--- config.mk ---
export PLATFORM = sky130hd
export DESIGN_NAME = ebt_ctrl
export DESIGN_NICKNAME = d
export VERILOG_FILES = /design/src/rtl/ebt_pkg.sv /design/src/rtl/ebt_cfg_regs.sv /design/src/rtl/ebt_ws_timer.sv /design/src/rtl/ebt_ctrl.sv
export SDC_FILE = /design/constraint.sdc
export NUM_CORES = 1
export LEC_CHECK = 0
export BUFFER_PORTS_ARGS = -buffer_cell sky130_fd_sc_hd__buf_2
export CAP_MARGIN = 20
export CORE_MARGIN = 4
export CORE_UTILIZATION = 50
export DETAILED_ROUTE_END_ITERATION = 10
export PLACE_DENSITY = 0.91
export RECOVER_POWER = 50
export SYNTH_ARGS = -nofsm -noshare
export SYNTH_HDL_FRONTEND = slang
export SYNTH_SLANG_ARGS = --single-unit
--- constraint.sdc ---
create_clock -name clk -period 3 [get_ports clk]
set_clock_uncertainty 0.15 [all_clocks]
set_input_delay 0.45 -clock clk [delete_from_list [all_inputs] [get_ports clk]]
set_output_delay 0.45 -clock clk [all_outputs]
set_load 0.05 [all_outputs]
--- src/rtl/ebt_pkg.sv ---
package ebt_pkg;
    typedef enum logic [1:0] {
        ST_IDLE = 2'd0,
        ST_DATA = 2'd1,
        ST_HOLD = 2'd2
    } ebt_state_e;

    localparam logic [1:0] CFG_ADDR_CTRL = 2'd0;
    localparam logic [1:0] CFG_ADDR_WAIT = 2'd1;
endpackage

--- src/rtl/ebt_cfg_regs.sv ---
module ebt_cfg_regs #(
    parameter int WS_W   = 6,
    parameter int ADDR_W = 2
) (
    input  logic              clk,
    input  logic              rst_n,
    input  logic              we,
    input  logic [ADDR_W-1:0] addr,
    input  logic [WS_W-1:0]   wdata,
    output logic              valid_o,
    output logic              aa_o,
    output logic [WS_W-1:0]   ws_o,
    output logic              err_o
);
    import ebt_pkg::*;

    typedef struct packed {
        logic            valid;
        logic            aa;
        logic [WS_W-1:0] ws;
        logic            err;
    } cfg_t;

    cfg_t c_d, c_q;
    logic reserved;

    assign reserved = (addr != ADDR_W'(CFG_ADDR_CTRL)) && (addr != ADDR_W'(CFG_ADDR_WAIT));

    always_comb begin
        c_d     = c_q;
        c_d.err = 1'b0;
        if (we) begin
            if (reserved) begin
                c_d.err = 1'b1;
            end else if (addr == ADDR_W'(CFG_ADDR_CTRL)) begin
                c_d.valid = wdata[0];
                c_d.aa    = wdata[1];
            end else begin
                c_d.ws = wdata;
            end
        end
    end

    always_ff @(posedge clk) begin
        if (!rst_n) c_q <= '0;
        else        c_q <= c_d;
    end

    assign valid_o = c_q.valid;
    assign aa_o    = c_q.aa;
    assign ws_o    = c_q.ws;
    assign err_o   = c_q.err;

    p_err_flag_r10: assert property (@(posedge clk) disable iff (!rst_n)
        (we && reserved) |=> err_o);
    p_reserved_hold_r10: assert property (@(posedge clk) disable iff (!rst_n)
        (we && reserved) |=> ($stable(valid_o) && $stable(aa_o) && $stable(ws_o)));
    p_err_quiet_r10: assert property (@(posedge clk) disable iff (!rst_n)
        !we |=> !err_o);
endmodule

--- src/rtl/ebt_ws_timer.sv ---
module ebt_ws_timer #(
    parameter int WS_W = 6
) (
    input  logic            clk,
    input  logic            rst_n,
    input  logic            load,
    input  logic [WS_W-1:0] ws_in,
    input  logic            run,
    output logic            expire
);
    logic [WS_W-1:0] cnt_d, cnt_q;

    always_comb begin
        cnt_d = cnt_q;
        if (load)                        cnt_d = ws_in;
        else if (run && cnt_q != '0)     cnt_d = cnt_q - 1'b1;
    end

    always_ff @(posedge clk) begin
        if (!rst_n) cnt_q <= '0;
        else        cnt_q <= cnt_d;
    end

    assign expire = run && (cnt_q == '0);

    p_load_value_r3: assert property (@(posedge clk) disable iff (!rst_n)
        load |=> (cnt_q == $past(ws_in)));
    p_count_down_r3: assert property (@(posedge clk) disable iff (!rst_n)
        (!load && run && cnt_q != '0) |=> (cnt_q == $past(cnt_q) - 1'b1));
endmodule

--- src/rtl/ebt_ctrl.sv ---
module ebt_ctrl #(
    parameter int DATA_W = 32,
    parameter int WS_W   = 6,
    parameter int ADDR_W = 2
) (
    input  logic              clk,
    input  logic              rst_n,
    input  logic              cfg_we,
    input  logic [ADDR_W-1:0] cfg_addr,
    input  logic [WS_W-1:0]   cfg_wdata,
    output logic              cfg_err,
    input  logic              req_valid,
    input  logic              req_write,
    input  logic [DATA_W-1:0] req_wdata,
    output logic              req_ready,
    output logic              done,
    output logic [DATA_W-1:0] rd_data,
    output logic              bus_cs_n,
    output logic [DATA_W-1:0] bus_wdata,
    output logic              bus_wdata_oe,
    input  logic [DATA_W-1:0] bus_rdata,
    input  logic              bus_ta_n
);
    import ebt_pkg::*;

    typedef struct packed {
        ebt_state_e        state;
        logic              cs_n;
        logic              oe;
        logic [DATA_W-1:0] wdata;
        logic [DATA_W-1:0] rdata;
        logic              done;
        logic              aa;
        logic              wr;
    } ctl_t;

    ctl_t r_d, r_q;

    logic            cfg_valid, cfg_aa;
    logic [WS_W-1:0] cfg_ws;
    logic            accept, ext_ack, ack, expire, run;

    ebt_cfg_regs #(.WS_W(WS_W), .ADDR_W(ADDR_W)) cfg_i (
        .clk     (clk),
        .rst_n   (rst_n),
        .we      (cfg_we),
        .addr    (cfg_addr),
        .wdata   (cfg_wdata),
        .valid_o (cfg_valid),
        .aa_o    (cfg_aa),
        .ws_o    (cfg_ws),
        .err_o   (cfg_err)
    );

    assign run = (r_q.state == ST_DATA);

    ebt_ws_timer #(.WS_W(WS_W)) tmr_i (
        .clk    (clk),
        .rst_n  (rst_n),
        .load   (accept),
        .ws_in  (cfg_ws),
        .run    (run),
        .expire (expire)
    );

    assign req_ready = (r_q.state == ST_IDLE) && cfg_valid;
    assign accept    = req_ready && req_valid;
    assign ext_ack   = !bus_ta_n && !r_q.cs_n;
    assign ack       = ext_ack || (r_q.aa && expire);

    always_comb begin
        r_d      = r_q;
        r_d.done = 1'b0;
        unique case (r_q.state)
            ST_IDLE: begin
                if (accept) begin
                    r_d.state = ST_DATA;
                    r_d.cs_n  = 1'b0;
                    r_d.oe    = req_write;
                    r_d.wdata = req_wdata;
                    r_d.aa    = cfg_aa;
                    r_d.wr    = req_write;
                end
            end
            ST_DATA: begin
                if (ack) begin
                    r_d.cs_n = 1'b1;
                    r_d.done = 1'b1;
                    if (r_q.wr) begin
                        r_d.state = ST_HOLD;
                    end else begin
                        r_d.state = ST_IDLE;
                        r_d.rdata = bus_rdata;
                    end
                end
            end
            ST_HOLD: begin
                r_d.state = ST_IDLE;
                r_d.oe    = 1'b0;
            end
            default: r_d.state = ST_IDLE;
        endcase
    end

    always_ff @(posedge clk) begin
        if (!rst_n) begin
            r_q <= '{state: ST_IDLE, cs_n: 1'b1, oe: 1'b0, wdata: '0,
                     rdata: '0, done: 1'b0, aa: 1'b0, wr: 1'b0};
        end else begin
            r_q <= r_d;
        end
    end

    assign done         = r_q.done;
    assign rd_data      = r_q.rdata;
    assign bus_cs_n     = r_q.cs_n;
    assign bus_wdata    = r_q.wdata;
    assign bus_wdata_oe = r_q.oe;

    p_no_cs_invalid_r2: assert property (@(posedge clk) disable iff (!rst_n)
        (bus_cs_n && !cfg_valid) |=> bus_cs_n);
    p_hang_r5: assert property (@(posedge clk) disable iff (!rst_n)
        (!bus_cs_n && !r_q.aa && bus_ta_n) |=> (!bus_cs_n && !done));
    p_cs_release_r6: assert property (@(posedge clk) disable iff (!rst_n)
        $rose(bus_cs_n) |-> done);
    p_done_pulse_r6: assert property (@(posedge clk) disable iff (!rst_n)
        done |=> !done);
    p_wdata_hold_r7: assert property (@(posedge clk) disable iff (!rst_n)
        (done && bus_wdata_oe) |=> (!bus_wdata_oe && bus_cs_n && $stable(bus_wdata)));
    p_idle_ta_r9: assert property (@(posedge clk) disable iff (!rst_n)
        (bus_cs_n && !bus_wdata_oe && !req_valid) |=> (bus_cs_n && !done));
    p_busy_drop_r11: assert property (@(posedge clk) disable iff (!rst_n)
        (!bus_cs_n && !done) |-> !req_ready);
endmodule

==> results.yml <==
status:
  outcome: "complete, no violations"
drt:
  final_antenna_net_count: 0
  drc: 0
  totalWireLength_um: 8430
  drt_iter0_markers: 75
  drt_first_pass_iters: 4
  wire_per_inst_um: 13.5
  vias_per_cell: 4.97
  vias: 3097
cts:
  htree_levels: 3
  root_buffer: "clkbuf_8"
  post-cts-setup-buffers: 0
  clock_latency_ns: 0.34
  ctsHoldBuffers: 0
  numCtsBuffers: 9
  clk_pin_slew_worst_paths_ns: 0.08
  clock_path_buffers: 2
  cts_tree: "built"
  cts_sinks: 86
  ctsResizeCount: 0
synth:
  syn-num-nets: 529
  synth.area.top_cells: "dfxtp_1 (45%), nand2_1 (14%), buf_4 (12%), mux2i_1 (10%), a21oi_1 (4.8%)"
  syn_area_per_cell_um2: 8.56
  synth_cells: 449
  yosysSeqAreaShare: 0.448
  yosysTopAreaCell: "dfxtp_1"
  synthDominantCellAreaShare: 0.448
  ys_types: 31
  synth.ff_latch_count: 86
  ys_warn_count: 0
  synthesis.area_um2: 3840
timing:
  slew_headroom: 0.210
  period_needed_ns: 2.23
  rsz0062_at_grt: "false"
  hold_viol: 0
  setup_tns_ns: 0
  tightest_slew_ns: 1.18
  fmax_ghz: 0.449
  period_share: 0.743
  finalMaxSlewViolations: 0
  setup_viol: 0
global_routing:
  overflow: 0
  grt_max_degree: 69
  gr-usage-all-layers: 0.180
  grt_first_pass_wirelength_um: 13000
  grt_pass1_vias: 2942
  antenna_found_initial: 0
pwr:
  peakVddDrop_uv: 256
  leakagePower_nw: 1.64
  power_density_nw_per_um2: 516
placement:
  placement.io_buffers: 146
  hpwl_um: 6290
  dp_cells: 609
  gp_congestion: 0.926
worst_setup_path:
  setup.worst_path.class: "register to register"
  crit_path_max_fanout: 32
  crit_arrival_ns: 2.34
  required_ns: 3.11
  start_kind: "register"
  worstSetupEndpointType: "register"
  reg2reg_slack_ns: 0.77
cells_and_area:
  num-nets-final: 601
  mostFrequentLayoutCells: "nand2_1 (139), dfxtp_1 (86), buf_2 (78)"
  antenna_cells: 0
  drive_gt1_frac: 0.191
  syn2layout_area_growth_pct: 10.2
  final_common_cell: "nand2_1"
  stdcell_count: 623
  nFillCells: 707
floorplanning:
  fp.dieH_um: 95.7
  die-area_um2: 9160
  core_um2: 7370
  io_pins: 147
  initial_core_util: 0.522
  rows: 31
  die_x_um: 95.7
min_path:
  hold_class: "primary input to register"
run:
  cap_violations: 0
## worst max-delay path, cell delays in order (launching register included)
cell and delay, ns:
dfxtp_1 0.35, inv_1 0.12, ha_1 0.24, and4bb_1 0.31, a22oi_4 0.13, nor2_8 0.55, mux2i_1 0.27
## logic make-up after synthesis
group                      Yosys count  synth area share
muxes                               40             0.104
buffers and inverters               93             0.167
adders and majority gates            2           0.00651
and+or+nand+nor                    175             0.193
DFF                                 86             0.448
AOI/OAI and AO/OA                   53            0.0820
## registers in the layout, summed over array words and instances, names as in the netlist
signal         cells
bus_wdata         32
rd_data           32
cfg_i.ws_o         6
tmr_i.cnt_q        6
r_q                4
bus_cs_n           1
bus_wdata_oe       1
cfg_i.aa_o         1
cfg_i.err_o        1
cfg_i.valid_o      1
done               1
## where the power goes
group	switching, mW	internal (mW)	total [mW]
sequential	0.00923	1.15	1.16
clock	0.381	0.481	0.863
combinational	0.0981	0.0633	0.161
total	0.489	1.70	2.19
## metal layers
layer  up-vias  share of wire  track usage
met4         0          0.011       0.0664
li1       1544              -            -
met1      1405           0.41        0.201
met5         -              0            0
met3         7           0.11       0.0649
met2       141           0.47        0.313
## synth_stat cells
cell type / n
nand2_1: 139
dfxtp_1: 86
buf_4: 64
mux2i_1: 40
a21oi_1: 37
clkbuf_1: 19
nor2_1: 15
nor3_1: 7
a211oi_1: 4
a31oi_1: 4
inv_1: 4
o21ai_0: 4
buf_12: 3
nand3_1: 3
buf_2: 2
ha_1: 2
nor3b_1: 2
a221oi_1: 1
a22oi_4: 1
a311o_1: 1
a311oi_2: 1
and2_1: 1
and3_1: 1
and4bb_1: 1
buf_1: 1
nand3b_1: 1
nand4_1: 1
nor2_8: 1
nor2b_1: 1
nor4b_4: 1
nor4bb_1: 1
## cell type report
class / count / area [um^2] / area share
inverter: 4 / 15.0 / 0.00354
sequential: 86 / 1720 / 0.406
timing repair buffer: 150 / 669 / 0.158
clock buffer: 10 / 138 / 0.0325
multi-input combinational: 270 / 1500 / 0.353
clock inverter: 4 / 72.6 / 0.0171
tap: 99 / 124 / 0.0292
## worst paths after layout
kind	startpoint	endpoint	cells after the start
setup / recovery	tmr_i.cnt_q[0]$_SDFFE_PN0P_	rd_data[9]$_SDFFE_PN0P_	6
hold / removal	req_wdata[21]	bus_wdata[21]$_SDFFE_PN0P_	3
setup reg to reg	tmr_i.cnt_q[0]$_SDFFE_PN0P_	rd_data[9]$_SDFFE_PN0P_	6
hold reg to reg	bus_wdata[18]$_SDFFE_PN0P_	bus_wdata[18]$_SDFFE_PN0P_	2
## stage by stage
step / total power, mW / worst slack [ns] / util / instance area, um^2 / hold WS [ns]
finish: 2.19 / 0.772 / 0.575 / 4240 / 0.186
floorplan: 1.29 / 0.374 / - / 3840 / 0.281
global route: 2.29 / 0.671 / 0.575 / 4240 / 0.163
CTS: 2.22 / 0.768 / 0.589 / 4340 / 0.166
detailed placement: 1.36 / 0.795 / 0.561 / 4130 / 0.294
global placement: 1.35 / 0.944 / 0.561 / 4130 / 0.288
(Power assumes the default switching activity.)
